$ cat src/rtl/wk_pkg.sv
package wk_pkg;
    localparam int NUM_SRC   = 5;
    localparam int SRC_PIN   = 0;
    localparam int SRC_TIMER = 1;
    localparam int SRC_SUPPLY = 2;
    localparam int SRC_FIFO  = 3;
    localparam int SRC_HOST  = 4;

    typedef enum logic [0:0] {
        IRQ_IDLE   = 1'b0,
        IRQ_ACTIVE = 1'b1
    } irq_state_e;
endpackage

$ cat src/rtl/wk_pin_sync.sv
module wk_pin_sync #(
    parameter int STAGES = 2
) (
    input  logic clk,
    input  logic rst_n,
    input  logic pin_n,
    output logic fall
);
    localparam int LAST = STAGES;

    logic [LAST:0] chain;

    // chain[STAGES-1] is the synchronized pin, chain[STAGES] its previous value
    always_ff @(posedge clk or negedge rst_n) begin
        if (!rst_n) begin
            chain <= '1;
        end else begin
            chain <= {chain[LAST-1:0], pin_n};
        end
    end

    assign fall = chain[LAST] & ~chain[LAST-1];
endmodule

$ cat src/rtl/wk_flag_bank.sv
module wk_flag_bank #(
    parameter int N = 5
) (
    input  logic         clk,
    input  logic         rst_n,
    input  logic [N-1:0] set_evt,
    input  logic         clr,
    output logic [N-1:0] flags
);
    genvar i;
    generate
        for (i = 0; i < N; i++) begin : g_flag
            // an event in the clearing cycle wins, so it is kept for the next read
            always_ff @(posedge clk or negedge rst_n) begin
                if (!rst_n) begin
                    flags[i] <= 1'b0;
                end else if (set_evt[i]) begin
                    flags[i] <= 1'b1;
                end else if (clr) begin
                    flags[i] <= 1'b0;
                end
            end
        end
    endgenerate
endmodule

$ cat src/rtl/wk_irq_fsm.sv
module wk_irq_fsm
    import wk_pkg::*;
#(
    parameter int N = 5
) (
    input  logic         clk,
    input  logic         rst_n,
    input  logic [N-1:0] flags,
    input  logic [N-1:0] enable,
    output logic         irq_n
);
    irq_state_e state_q, state_d;
    logic       pending;

    assign pending = |(flags & enable);

    always_comb begin
        state_d = state_q;
        unique case (state_q)
            IRQ_IDLE:   if (pending)  state_d = IRQ_ACTIVE; // go_active
            IRQ_ACTIVE: if (!pending) state_d = IRQ_IDLE;   // go_idle
            default:    state_d = IRQ_IDLE;
        endcase
    end

    always_ff @(posedge clk or negedge rst_n) begin
        if (!rst_n) begin
            state_q <= IRQ_IDLE;
        end else begin
            state_q <= state_d;
        end
    end

    always_comb begin
        unique case (state_q)
            IRQ_IDLE:   irq_n = 1'b1;
            IRQ_ACTIVE: irq_n = 1'b0;
            default:    irq_n = 1'b1;
        endcase
    end
endmodule

$ cat src/rtl/wake_event_ctrl.sv
module wake_event_ctrl
    import wk_pkg::*;
#(
    parameter int SYNC_STAGES = 2
) (
    input  logic               clk,
    input  logic               rst_n,
    input  logic               ext_int_n,
    input  logic               timer_expire,
    input  logic               supply_low,
    input  logic               fifo_full,
    input  logic               host_req,
    input  logic [NUM_SRC-1:0] irq_enable,
    input  logic               stat_rd,
    output logic [NUM_SRC-1:0] status,
    output logic               irq_n
);
    logic               pin_fall;
    logic               supply_q;
    logic               supply_rise;
    logic [NUM_SRC-1:0] set_vec;

    wk_pin_sync #(.STAGES(SYNC_STAGES)) u_pin (
        .clk   (clk),
        .rst_n (rst_n),
        .pin_n (ext_int_n),
        .fall  (pin_fall)
    );

    always_ff @(posedge clk or negedge rst_n) begin
        if (!rst_n) begin
            supply_q <= 1'b0;
        end else begin
            supply_q <= supply_low;
        end
    end

    assign supply_rise = supply_low & ~supply_q;

    always_comb begin
        set_vec             = '0;
        set_vec[SRC_PIN]    = pin_fall;
        set_vec[SRC_TIMER]  = timer_expire;
        set_vec[SRC_SUPPLY] = supply_rise;
        set_vec[SRC_FIFO]   = fifo_full;
        set_vec[SRC_HOST]   = host_req;
    end

    wk_flag_bank #(.N(NUM_SRC)) u_flags (
        .clk     (clk),
        .rst_n   (rst_n),
        .set_evt (set_vec),
        .clr     (stat_rd),
        .flags   (status)
    );

    wk_irq_fsm #(.N(NUM_SRC)) u_fsm (
        .clk    (clk),
        .rst_n  (rst_n),
        .flags  (status),
        .enable (irq_enable),
        .irq_n  (irq_n)
    );
endmodule

$ cat config.mk
export PLATFORM = sky130hd
export DESIGN_NAME = wake_event_ctrl
export DESIGN_NICKNAME = d
export VERILOG_FILES = /design/src/rtl/wk_pkg.sv /design/src/rtl/wk_pin_sync.sv /design/src/rtl/wk_flag_bank.sv /design/src/rtl/wk_irq_fsm.sv /design/src/rtl/wake_event_ctrl.sv
export SDC_FILE = /design/constraint.sdc
export NUM_CORES = 1
export LEC_CHECK = 0
export BUFFER_PORTS_ARGS = -buffer_cell sky130_fd_sc_hd__buf_2
export CAP_MARGIN = 25
export CORE_AREA = 2 2 39 41
export CTS_CLUSTER_SIZE = 16
export DETAILED_ROUTE_END_ITERATION = 10
export DIE_AREA = 0 0 41 43
export GPL_TIMING_DRIVEN = 0
export HOLD_SLACK_MARGIN = 0.03
export PLACE_DENSITY = 0.5
export REMOVE_ABC_BUFFERS = 1
export SLEW_MARGIN = 20
export SYNTH_ARGS = -nofsm -noshare
export SYNTH_HDL_FRONTEND = slang
export SYNTH_SLANG_ARGS = --single-unit
$ cat constraint.sdc
create_clock -name clk -period 1.11 [get_ports clk]
set_input_delay 0.1665 -clock clk [delete_from_list [all_inputs] [get_ports clk]]
set_output_delay 0.1665 -clock clk [all_outputs]
set_load 0.005 [all_outputs]
# ---- Yosys cells after proc, flatten, opt, wreduce, memory -nomap -nowiden
# Cells that the tools add are included.
dict set report totals {
  out_inout_bits 6
  word_cells 28
  ff_bits 10
}
dict set report classes {
  muxes 8
  bitwise 6
  n_reduce_logical 6
}
# op n
set op_table {}
lappend op_table {{$reduce_bool 2->1} 5}
lappend op_table {{$mux 1} 7}
lappend op_table {{$and 5x5->5} 1}
lappend op_table {{$reduce_or 5->1} 1}
lappend op_table {{$not 1->1} 3}
lappend op_table {{$and 1x1->1} 2}
lappend op_table {{$pmux 1 s2} 1}

# ---- Logic depth before layout (Yosys ltp)
dict set report depth {
  ltp_word 3
  mapped_depth 2
  ltp_nobuf 2
}

# ---- By module
# From an unflattened synthesis, not the netlist that was laid out.
dict set report unflattened {
  hier_cells 22
  hier_area_um2 347.8
}
# mod seq_area_each_um2 n_inst cells_each area_per_inst_um2
set by_module_without_submodules {}
lappend by_module_without_submodules {wk_flag_bank 125.1 1 11 166.4}
lappend by_module_without_submodules {wk_pin_sync 78.8 1 4 92.6}
lappend by_module_without_submodules {wk_irq_fsm 25.0 1 5 50.0}
lappend by_module_without_submodules {wake_event_ctrl 25.0 1 2 38.8}

# ---- Worst setup path after synthesis
# No wires, ideal clock.
dict set report synth_timing {
  kind {flip-flop to flip-flop}
  start {register u_flags.flags[0]}
  end {register u_fsm.state_q}
  required_time_ps 979
  setup_ps 131
  arrival_time_ps 761
  slack_ps 217
  n_path_buf 0
  stages_incl_launch_ff 3
  period_less_slack_ps 893
  path_cell_list {dfrtp_1 a222oi_1 nand2_1}
}
dict set report synth_between {
  elab_chain_cells 3
}
# item line
set synth_rtl {}
lappend synth_rtl {{from (decl)} wk_flag_bank.sv:8} ;# output logic [N-1:0] flags
lappend synth_rtl {{from (signal, indexed assignment)} wk_flag_bank.sv:16} ;# flags[i] <= 1'b0;
lappend synth_rtl {{from (signal, indexed assignment)} wk_flag_bank.sv:18} ;# flags[i] <= 1'b1;
lappend synth_rtl {{from (signal, indexed assignment)} wk_flag_bank.sv:20} ;# flags[i] <= 1'b0;
lappend synth_rtl {{$and 5x5->5} wk_irq_fsm.sv:15} ;# assign pending = |(flags & enable);
lappend synth_rtl {{$reduce_or 5->1} wk_irq_fsm.sv:15}
lappend synth_rtl {{net u_fsm.pending} wk_irq_fsm.sv:13} ;# logic pending;
lappend synth_rtl {{$mux 1} {wk_irq_fsm.sv:20, wk_irq_fsm.sv:21}}
lappend synth_rtl {{to (signal assigned)} wk_irq_fsm.sv:30} ;# state_q <= state_d;
lappend synth_rtl {{to (decl)} wk_irq_fsm.sv:12} ;# irq_state_e state_q, state_d;
# The timed path passes the listed nets, and every way through them passes these cells.
# A chain may end at the register's enable or synchronous reset.

# ---- Worst setup path in the final report
# Same ends and word-level chain as after synthesis.

==> impl_metrics.tcl <==
set metrics [dict create \
    crit_path_end_kind "flop" \
    post_synth_fa_ha_maj_area_fraction 0 \
    die_area_sq_um 1760 \
    port_buffers 18 \
    h-tree-depth 1 \
    stdcell_area_sq_um 508 \
    die_h_um 43 \
    synthXorXnorAreaFrac 0 \
    seq_area_frac_synth 0.766 \
    p_per_area_nw_per_um2 1590 \
    clk_latency_ns 0.26 \
    holdWs_ns 0.0844 \
    avgSynthCellArea_sq_um 15.1 \
    synth.top_cells.by_area "dfrtp_1 53%, dfstp_2 24%, a21o_1 6.8%, inv_1 4.5%, a222oi_1 3.0%" \
    drive_gt1_frac 0.553 \
    cts_tree "built" \
    max_slew_margin 0.793 \
    first_iter_violations 7 \
    grtUsageMet3 0.0471 \
    ir_worst_vdd_v 0.000688 \
    routed_wire_length_per_instance_um 10.5 \
    pin_count 19 \
    cts_max_path_buffers 2 \
    hold_violations 0 \
    grt_pass1_vias 227 \
    rsz0062_at_grt "false" \
    start_kind "flop" \
    comb_power_share 0.099 \
    gp_congestion 0.580 \
    track_usage 0.0886 \
    detail-route-antenna-nets 0 \
    fin_skew_ns 0.00467 \
    fillers 141 \
    globalRouteMet2Util 0.103 \
    ys_warn_count 0 \
    synthMuxAreaShare 0 \
    cts_resized 0 \
    drv_cap 0 \
    grt_antenna_before_repair 0 \
    setup_tns_ns 0 \
    diodes 0 \
    grt_pass1_wl_um 966 \
    dr_total_vias 263 \
    area_growth_pct 53.2 \
    synth_top_area_frac 0.528 \
    hp-class "input pin to flop" \
    layout_setup_ws_ns 0.139 \
    clock-sinks 10 \
    worstPathArrival_ns 1.11 \
    drc_errors 0 \
    synth-compound-area-share 0.177 \
    p_int_mw 0.640 \
    clock.fmax_mhz 1030 \
    vias_per_cell 4.17 \
    tightest_slew_ns 0.310 \
    routed_wl_um 661 \
    die_w_um 41 \
    ys_seq_elements 10 \
    r2r_setup_slack_ns 0.14 \
    cts.root.buffer_cell "clkbuf_4" \
    path_class "flop to flop" \
    initial_utilization 0.240 \
    worstPathRequired_ns 1.24 \
    grt_start_max_net_pins 11 \
    final-max-slew-violation-count 0 \
    clk_pin_slew_worst_paths_ns 0.07 \
    synth.distinct_cells 9 \
    finalSetupViolCount 0 \
    place_ws_ns 0.127 \
    synth_top_family_by_area "compound AO/OA/AOI/OAI gates" \
    outcome "finished, final reports clean" \
    placed_area_sq_um 442 \
    min_period_ns 0.971 \
    cts_made_buffers 3 \
    busiest_layer "met1" \
    power_frac_seq 0.504 \
    p_switching_mw 0.168 \
    netlist_area_sq_um 332 \
    p_leak_nw 0.270 \
    pwr-share-clk 0.397 \
    final_nets 61 \
    met1_usage 0.111 \
    yosysTopAreaCell "dfrtp_1" \
    switching_share 0.208 \
    firstDrtPassIters 4 \
    core_sq_um 1380 \
    final.period_utilization 0.875 \
    yosys.area_share.simple 0.0113 \
    syn_inst 22 \
    num_rows 14 \
    overflow 0 \
    crit_fanout 3 \
]
-- cells in the mapped netlist, drive strengths merged --
cell and count:
inv 4, a222oi 1, a22oi 1, a21o 3, nand2 1, dfstp 3
dfrtp 7, a22o 2
-- power groups by stage --
stage               clock network [mW]  registers (mW)  logic [mW]
floorplan                            0           0.413      0.0237
global placement                     0           0.413      0.0721
detailed placement                   0           0.414      0.0740
CTS                              0.336           0.407      0.0819
global route                     0.351           0.410      0.0894
finish                           0.321           0.407      0.0797
-- path summary, 6_finish.rpt --
kind	from	to	depth (start not counted)
setup / recovery	u_flags.flags[0]$_DFFE_PN0P_	u_fsm.state_q$_DFF_PN0_	2
hold / removal	timer_expire	u_flags.flags[1]$_DFFE_PN0P_	2
setup reg to reg	u_flags.flags[0]$_DFFE_PN0P_	u_fsm.state_q$_DFF_PN0_	2
hold reg to reg	u_pin.chain[0]$_DFF_PN1_	u_pin.chain[1]$_DFF_PN1_	0
max in group asynchronous	rst_n	u_pin.chain[0]$_DFF_PN1_	2
min in group asynchronous	rst_n	u_flags.flags[2]$_DFFE_PN0P_	2
-- flip-flops by register name (all words and copies together) (netlist names) --
register	count
supply_q	1
u_flags.flags	5
u_fsm.state_q	1
u_pin.chain	3
-- layout by cell type (no fill, tap or decap) --
cell type / count
dlygate4sd3_1: 3
nand2_1: 1
dfstp_2: 3
a21o_1: 3
clkbuf_8: 1
a22o_1: 1
buf_2: 18
a222oi_1: 1
a22o_2: 1
clkbuf_4: 3
dfrtp_1: 7
a22oi_1: 1
inv_1: 4
-- cell families (layout without fill, tap and decap cells) --
family,after synthesis,after routing
and+or+nand+nor,1,1
DFF,10,10
AOI/OAI and AO/OA,7,7
buffers and inverters,4,29
-- metal layers --
metal / part of all wire / vias to the layer above
li1: - / 128
met3: 0.12 / 2
met5: 0 / -
met1: 0.46 / 116
met2: 0.40 / 17
met4: 0.014 / 0
-- timing repair --
| action | CTS | global route |
|---|---|---|
| hold endpoints to repair | 12 | 0 |
| setup buffers | 0 | 0 |
| hold buffers | 3 | 0 |
-- per-stage QoR --
stage	std cells	utilization	power [mW]
6_report	63	0.367	0.808
5_1_grt	63	0.367	0.850
4_1_cts	63	0.367	0.825
3_5_place_dp	56	0.319	0.488
3_3_place_gp	56	0.319	0.485
2_1_floorplan	22	-	0.437
-- critical path, cell delays in order, from the launching register on --
cell and delay (ns):
dfrtp_1 0.40, a222oi_1 0.37, nand2_1 0.08
-- cell type report --
| cell class | count | area, sq um | share of cell area |
|---|---|---|---|
| sequential | 10 | 254 | 0.500 |
| tap | 16 | 20.0 | 0.0394 |
| multi-input combinational | 8 | 62.6 | 0.123 |
| clock buffer | 4 | 36.3 | 0.0714 |
| timing repair buffer | 21 | 120 | 0.236 |
| inverter | 4 | 15.0 | 0.0296 |
(Power assumes the default switching activity.)
